<file path="src/rtl/phy_tst_pkg.sv">
package phy_tst_pkg;

  localparam int DW        = 16;
  localparam int MII_AW    = 5;
  localparam int BANK_AW   = 5;
  localparam int NBANK     = 4;
  localparam int BSEL_W    = $clog2(NBANK);

  localparam logic [MII_AW-1:0] A_CMD   = MII_AW'(20);
  localparam logic [MII_AW-1:0] A_RBACK = MII_AW'(21);
  localparam logic [MII_AW-1:0] A_STAGE = MII_AW'(23);

  localparam int B_RD  = 15;
  localparam int B_WR  = 14;
  localparam int B_BHI = 12;
  localparam int B_BLO = 11;
  localparam int B_TM  = 10;
  localparam int B_RHI = 9;
  localparam int B_RLO = 5;
  localparam int B_WHI = 4;
  localparam int B_WLO = 0;

  localparam logic [DW-1:0] KEY_ARM  = DW'(1) << B_TM;
  localparam logic [DW-1:0] KEY_ZERO = '0;

  typedef enum logic [2:0] {
    UL_IDLE,
    UL_Z1,
    UL_T1,
    UL_Z2,
    UL_OPEN
  } unlock_e;

  typedef struct packed {
    logic                rd;
    logic                wr;
    logic [BSEL_W-1:0]   bank;
    logic                tm;
    logic [BANK_AW-1:0]  ridx;
    logic [BANK_AW-1:0]  widx;
  } cmd_t;

  function automatic cmd_t split_cmd(input logic [DW-1:0] w);
    cmd_t c;
    c.rd   = w[B_RD];
    c.wr   = w[B_WR];
    c.bank = w[B_BHI:B_BLO];
    c.tm   = w[B_TM];
    c.ridx = w[B_RHI:B_RLO];
    c.widx = w[B_WHI:B_WLO];
    return c;
  endfunction

endpackage

</file>
<file path="src/rtl/phy_tst_unlock.sv">
module phy_tst_unlock
  import phy_tst_pkg::*;
(
  input  logic          clk,
  input  logic          rst,
  input  logic          ctl_wr,
  input  logic [DW-1:0] ctl_word,
  output logic          is_open
);

  unlock_e st_q, st_d;
  logic    is_zero, is_arm;

  assign is_zero = (ctl_word == KEY_ZERO);
  assign is_arm  = (ctl_word == KEY_ARM);

  always_comb begin
    st_d = st_q;
    if (ctl_wr) begin
      unique case (st_q)
        UL_IDLE: st_d = is_zero ? UL_Z1 : UL_IDLE;
        UL_Z1:   st_d = is_arm  ? UL_T1 : (is_zero ? UL_Z1 : UL_IDLE);
        UL_T1:   st_d = is_zero ? UL_Z2 : UL_IDLE;
        UL_Z2:   st_d = is_arm  ? UL_OPEN : (is_zero ? UL_Z1 : UL_IDLE);
        UL_OPEN: st_d = is_zero ? UL_Z1 : UL_OPEN;
        default: st_d = UL_IDLE;
      endcase
    end
  end

  always_ff @(posedge clk) begin
    if (rst) st_q <= UL_IDLE;
    else     st_q <= st_d;
  end

  assign is_open = (st_q == UL_OPEN);

endmodule

</file>
<file path="src/rtl/phy_tst_bank.sv">
module phy_tst_bank #(
  parameter int          DW       = 16,
  parameter int          AW       = 5,
  parameter bit          IMPL     = 1'b1,
  parameter bit          HAS_SPEC = 1'b0,
  parameter int          SPEC_IDX = 0,
  parameter logic [15:0] SPEC_RST = '0
) (
  input  logic          clk,
  input  logic          rst,
  input  logic          we,
  input  logic [AW-1:0] widx,
  input  logic [DW-1:0] wdata,
  input  logic [AW-1:0] ridx,
  output logic [DW-1:0] rdata
);

  localparam int DEPTH = 1 << AW;

  generate
    if (IMPL) begin : g_mem
      logic [DW-1:0] mem [DEPTH];

      always_ff @(posedge clk) begin
        if (rst) begin
          for (int i = 0; i < DEPTH; i++) begin
            mem[i] <= (HAS_SPEC && i == SPEC_IDX) ? DW'(SPEC_RST) : '0;
          end
        end else if (we) begin
          mem[widx] <= wdata;
        end
      end

      assign rdata = mem[ridx];
    end else begin : g_hole
      logic unused_ok;
      assign unused_ok = &{1'b0, clk, rst, we, widx, wdata, ridx};
      assign rdata     = '0;
    end
  endgenerate

endmodule

</file>
<file path="src/rtl/phy_tst_unit.sv">
module phy_tst_unit
  import phy_tst_pkg::*;
#(
  parameter logic [15:0] STAT_RST = 16'h0000,
  parameter logic [15:0] PLL_RST  = 16'h0000,
  parameter int          STAT_IDX = 12,
  parameter int          PLL_IDX  = 27
) (
  input  logic              clk,
  input  logic              rst,
  input  logic [MII_AW-1:0] reg_addr,
  input  logic [DW-1:0]     reg_wdata,
  input  logic              reg_wr,
  input  logic              reg_rd,
  output logic [DW-1:0]     reg_rdata
);

  logic          ctl_wr, stg_wr, bank_open;
  logic          do_rd, do_wr;
  cmd_t          cmd;
  logic [DW-1:0] cmd_q, rback_q, stage_q;
  logic [DW-1:0] bank_rd [NBANK];
  logic [DW-1:0] sel_rd;

  assign ctl_wr = reg_wr && (reg_addr == A_CMD);
  assign stg_wr = reg_wr && (reg_addr == A_STAGE);
  assign cmd    = split_cmd(reg_wdata);
  assign do_rd  = ctl_wr && bank_open && cmd.tm && cmd.rd;
  assign do_wr  = ctl_wr && bank_open && cmd.tm && cmd.wr && !cmd.rd;

  phy_tst_unlock u_unlock (
    .clk      (clk),
    .rst      (rst),
    .ctl_wr   (ctl_wr),
    .ctl_word (reg_wdata),
    .is_open  (bank_open)
  );

  for (genvar b = 0; b < NBANK; b++) begin : g_bank
    phy_tst_bank #(
      .DW       (DW),
      .AW       (BANK_AW),
      .IMPL     (b != 2),
      .HAS_SPEC ((b == 1) || (b == 3)),
      .SPEC_IDX ((b == 1) ? STAT_IDX : PLL_IDX),
      .SPEC_RST ((b == 1) ? STAT_RST : PLL_RST)
    ) u_bank (
      .clk   (clk),
      .rst   (rst),
      .we    (do_wr && (cmd.bank == BSEL_W'(b))),
      .widx  (cmd.widx),
      .wdata (stage_q),
      .ridx  (cmd.ridx),
      .rdata (bank_rd[b])
    );
  end

  assign sel_rd = bank_rd[cmd.bank];

  always_ff @(posedge clk) begin
    if (rst) begin
      cmd_q   <= '0;
      rback_q <= '0;
      stage_q <= '0;
    end else begin
      if (ctl_wr) cmd_q   <= reg_wdata;
      if (stg_wr) stage_q <= reg_wdata;
      if (do_rd)  rback_q <= sel_rd;
    end
  end

  always_ff @(posedge clk) begin
    if (rst) begin
      reg_rdata <= '0;
    end else if (reg_rd) begin
      unique case (reg_addr)
        A_CMD:   reg_rdata <= cmd_q;
        A_RBACK: reg_rdata <= rback_q;
        A_STAGE: reg_rdata <= stage_q;
        default: reg_rdata <= '0;
      endcase
    end
  end

endmodule

</file>
<file path="config.mk">
export PLATFORM = sky130hd
export DESIGN_NAME = phy_tst_unit
export DESIGN_NICKNAME = d
export VERILOG_FILES = /design/src/rtl/phy_tst_pkg.sv /design/src/rtl/phy_tst_unlock.sv /design/src/rtl/phy_tst_bank.sv /design/src/rtl/phy_tst_unit.sv
export SDC_FILE = /design/constraint.sdc
export NUM_CORES = 2
export LEC_CHECK = 0
export BUFFER_PORTS_ARGS = -buffer_cell sky130_fd_sc_hd__buf_2
export CAP_MARGIN = 10
export CORE_ASPECT_RATIO = 1.25
export CORE_MARGIN = 4
export CORE_UTILIZATION = 69
export CTS_CLUSTER_DIAMETER = 30
export DETAILED_ROUTE_END_ITERATION = 7
export MAX_ROUTING_LAYER = met4
export PLACE_DENSITY_LB_ADDON = 0.1
export SKIP_LAST_GASP = 1
export SLEW_MARGIN = 20
export SYNTH_ARGS = -nofsm -noshare
export SYNTH_HDL_FRONTEND = slang
export SYNTH_HIERARCHICAL = 1
export SYNTH_SLANG_ARGS = --single-unit
</file>
<file path="constraint.sdc">
create_clock -name clk -period 6.02 [get_ports clk]
set_clock_uncertainty 0.15 [all_clocks]
set_input_delay 1.204 -clock clk [delete_from_list [all_inputs] [get_ports clk]]
set_output_delay 1.204 -clock clk [all_outputs]
set_load 0.02 [all_outputs]
</file>
# Word-level counts from Yosys, hierarchy flattened
# Memories as Yosys holds them, arrays and structs flattened.
# Cells that the tools add are included.
totals:
  reg_bits: 67
  ramBits: 1536
  inputBits: 25
  word_cells: 67
  mem_count: 3
classes:
  order_cmp: 1
  eq_ne: 10
  muxes: 30
  bitwise: 1
  reduce_logical: 17
memory_table:
  columns: ["name", "words", "word_bits", "read_ports", "rd_clocked_by_memory_dff", "write_ports", "line", "source"]
  rows:
  - ["g_bank[0].u_bank.g_mem.mem", 32, 16, 1, 0, 32, "phy_tst_bank.sv:22", "logic [DW-1:0] mem [DEPTH];"]
  - ["g_bank[1].u_bank.g_mem.mem", 32, 16, 1, 0, 32, "phy_tst_bank.sv:22", null]
  - ["g_bank[3].u_bank.g_mem.mem", 32, 16, 1, 0, 32, "phy_tst_bank.sv:22", null]
op_table:
  columns: ["cell", "count"]
  rows:
  - ["$mux 16", 5]
  - ["$pmux 16 s3", 1]
  - ["$reduce_or 16->1", 3]
  - ["$bmux 16 s2", 1]
  - ["$eq 16x11->1 const B", 1]
  - ["$logic_not 16->1", 1]
  - ["$eq 5x5->1 const B", 3]
  - ["$mux 1", 15]
  - ["$mux 5", 3]
  - ["$pmux 3 s5", 1]
  - ["$logic_and 1x1->1", 10]
  - ["$mux 3", 3]
  - ["$eq 3x2->1 const B", 2]
  - ["$eq 3x1->1 const B", 1]
  - ["$eq 3x3->1 const B", 1]
  - ["$ge 3x3->1 const B", 1]
  - ["$logic_not 3->1", 1]
  - ["$not 2->3", 1]
  - ["$eq 2x1->1 const B", 1]
  - ["$eq 2x2->1 const B", 1]
  - ["$logic_not 2->1", 1]
  - ["$mux 2", 1]
  - ["$logic_not 1->1", 1]

# Logic depth before layout (Yosys ltp)
depth:
  word_depth: 12
  mapped_depth: 11
  ltp_nobuf: 9

# Cells and area by module
# Netlist, hierarchy kept.
modules_own_cells:
  columns: ["mod", "instances", "cells_per_inst", "area_per_inst_um2", "seq_area_each_um2"]
  rows:
  - ["phy_tst_bank (g_bank[0].u_bank ...)", 3, 1757, 23966.7, 15374.7]
  - ["phy_tst_unit", 1, 356, 3316.9, 1281.2]
  - ["phy_tst_unlock", 1, 25, 230.2, 60.1]
  - ["phy_tst_bank (g_bank[2].u_bank)", 1, 17, 123.9, 0.0]

# Worst setup path before layout
# Ideal clock, no wire load.
synth_timing:
  path_kind: "input -> register"
  start: "input port reg_addr[3]"
  end: "memory g_bank[0].u_bank.g_mem.mem[12][0], enable pin"
  setup_ns: 0.334
  t_arrival_ns: 3.076
  required_time_ns: 5.536
  setup_slack_ns: 2.460
  cell_stages: 10
  cell_sequence: "and4b_1 clkbuf_1 buf_4 nand2_1 nor4_1 nand2b_1 or3_1 buf_6 nor2_4 or2_2"
synth_lines:
  columns: ["element", "line", "source"]
  rows:
  - ["from (decl)", "phy_tst_unit.sv:11", "input logic [MII_AW-1:0] reg_addr,"]
  - ["to (decl)", "phy_tst_bank.sv:22", null]

==> results_dict.tcl <==
set metrics [dict create \
    min_period_over_period 0.7142 \
    die_w_um 304.0 \
    drv_cap 0 \
    path_clk_slew_ns 0.05 \
    htreeDepth 4 \
    worst-endpoint-required_ns 6.35 \
    cts_sinks 1603 \
    cts_inserted_buffers 234 \
    grt.total_usage 0.3772 \
    dp_cells 6750 \
    drive_above_1_share 0.1376 \
    vias 47360 \
    yosysWarnings 6 \
    cts_root_buffer "clkbuf_16" \
    crit_type "in2reg" \
    core_area_um2 108600 \
    cts.repair.resized 0 \
    hp-start "cmd_q[0]" \
    clock_latency_ns 0.83 \
    postRouteAntennaNets 0 \
    p_comb_frac 0.058 \
    cts_tree "built" \
    tightestPinTransition_ns 1.164 \
    end_kind "flip-flop" \
    port-buffer-count 40 \
    layout_min_cycle_time_ns 4.299 \
    final.setup.tns_ns 0 \
    ios 41 \
    worstSetupStartpointType "primary input" \
    swShare 0.2273 \
    viasPerCell 6.570 \
    worstHoldEndpoint "cmd_q[0]" \
    fmax_mhz 232.6 \
    grt_pass1_vias 46740 \
    route.detailed.drc 0 \
    status "finished, final reports clean" \
    crit_arrival_ns 4.63 \
    fin_cells 7208 \
    hp-class "reg2reg" \
    p_switching_mw 6.404 \
    crit_path_cell_trace "buf_2 -> and4b_1 -> nand2_1 -> nor4_1 -> nand2b_1 -> or3_1 -> nor2_4 -> or2_2" \
    initial_core_util 0.6957 \
    grt_pass1_wl_um 305600 \
    avgSynthCellArea_um2 13.33 \
    hold_violations 0 \
    ctsHoldBuffers 0 \
    power.internal_mw 21.77 \
    grt_overflow 0 \
    finalWorstSetupSlack_ns 1.721 \
    ir_drop_v 0.0003086 \
    hold_depth 2 \
    place_congestion 1.016 \
    grt_max_degree 94 \
    drv_slew 0 \
    cts_setup_buffers 0 \
    dp_hpwl_um 129800 \
    clockBufferDepth 3 \
    die_y_um 378.0 \
    syn-cell-area_um2 75560 \
    r2r_start "u_unlock/st_q[2]" \
    slew-limit-headroom 0.2238 \
    core.rowCount 135 \
    powerDensity_nw_per_um2 334.6 \
    areaGrowthSynthToFinish_pct 11.42 \
    syn_inst 5668 \
    fin_nets 5574 \
    finalSetupViolations 0 \
    grt_antenna_before_repair 19 \
    max_stage_delay_ns 0.82 \
    seqPwrFrac 0.459 \
    p_leak_nw 31.19 \
    drt_iter0_drc 6168 \
    wirelength_um 211900 \
    wire_per_inst_um 29.40 \
    slowest_stage "or3_1" \
    dp_slack_ns 1.147 \
    grt_setup_unrepaired "no" \
    clkPwrFrac 0.483 \
    first_pass_iters 7 \
    regToRegEndpoint "g_bank[0].u_bank/g_mem.mem[8][3]" \
    ff2ff_path_depth 7 \
    rrSetupSlack_ns 1.88 \
    fp.dieArea_um2 114900 \
    cp_max_fo 17 \
]
## flip-flops by register name, summed over array words and instances, names as in the netlist
register                 flops
cmd_q                       16
g_bank.u_bank/g_mem.mem   1536
rback_q                     16
reg_rdata                   16
u_unlock/st_q                3
stage_q                     16
## final cells by class
type	count	area, um2
Sequential cell	1603	47530
Multi-Input combinational cell	3567	25700
Fill cell	6417	24420
Clock buffer	264	6127
Clock inverter	180	1858
Tap cell	1438	1799
Timing Repair Buffer	140	1134
Antenna cell	13	32.53
Inverter	3	11.26
## power groups by stage
stage / Clock [mW] / Sequential, mW / Combinational [mW]
3_3_place_gp: 0 / 13.1 / 1.57
5_1_grt: 14.2 / 13.0 / 1.68
2_1_floorplan: 0 / 13.0 / 1.04
3_5_place_dp: 0 / 13.1 / 1.58
6_report: 13.6 / 12.9 / 1.63
4_1_cts: 13.7 / 12.9 / 1.59
## placed cells by master, fill, tap and decap left out, types with 21 or more instances in the layout
cell type / n
a21oi_1: 145
a22o_1: 112
a22oi_1: 192
a31oi_1: 48
and2_1: 1537
buf_2: 38
buf_4: 86
bufinv_16: 28
clkbuf_1: 22
clkbuf_16: 241
clkinv_1: 30
clkinv_2: 41
clkinv_4: 32
clkinvlp_4: 24
dfxtp_1: 51
edfxtp_1: 1536
inv_6: 21
mux2i_1: 784
nand2_1: 102
nand3_1: 149
nand4_1: 65
nor2_2: 61
nor2_4: 36
nor3_1: 51
o21ai_0: 31
or2_2: 99
## worst max-delay path by stage
stage,from,depth (start not counted),endpoint,slack (ns)
finish,reg_addr[3],8,g_bank[0].u_bank/g_mem.mem[8][3],1.72
CTS,reg_addr[3],8,g_bank[0].u_bank/g_mem.mem[8][13],2.02
global route,reg_addr[3],10,g_bank[1].u_bank/g_mem.mem[17][1],1.74
floorplan,reg_addr[3],10,g_bank[0].u_bank/g_mem.mem[12][0],2.48
detailed placement,reg_addr[3],8,g_bank[0].u_bank/g_mem.mem[8][6],1.15
global placement,reg_addr[3],8,g_bank[0].u_bank/g_mem.mem[8][0],1.16
## worst max-delay path, delay by kind of cell
| family | cells | cell delay [ns] |
|---|---|---|
| buffers and inverters | 1 | 0.12 |
| and+or+nand+nor | 7 | 3.29 |
## metrics by stage
| step | area (um2) | total power [mW] | util | hold slack [ns] |
|---|---|---|---|---|
| floorplan | 75620 | 14.08 | - | 0.2937 |
| global placement | 76160 | 14.69 | 0.7013 | 0.3095 |
| detailed placement | 76160 | 14.72 | 0.7013 | 0.3109 |
| CTS | 84150 | 28.20 | 0.7748 | 0.3264 |
| global route | 84190 | 28.86 | 0.7751 | 0.3433 |
| finish | 84190 | 28.17 | 0.7752 | 0.3247 |
## routing by layer
layer,GRT usage,vias up,share of wire
met5,-,-,0
met4,0.2283,0,0.069
met3,0.07691,738,0.11
met2,0.5970,3032,0.48
met1,0.4518,23220,0.34
li1,-,20370,-
Note: power is estimated with default switching activity, not from simulation.
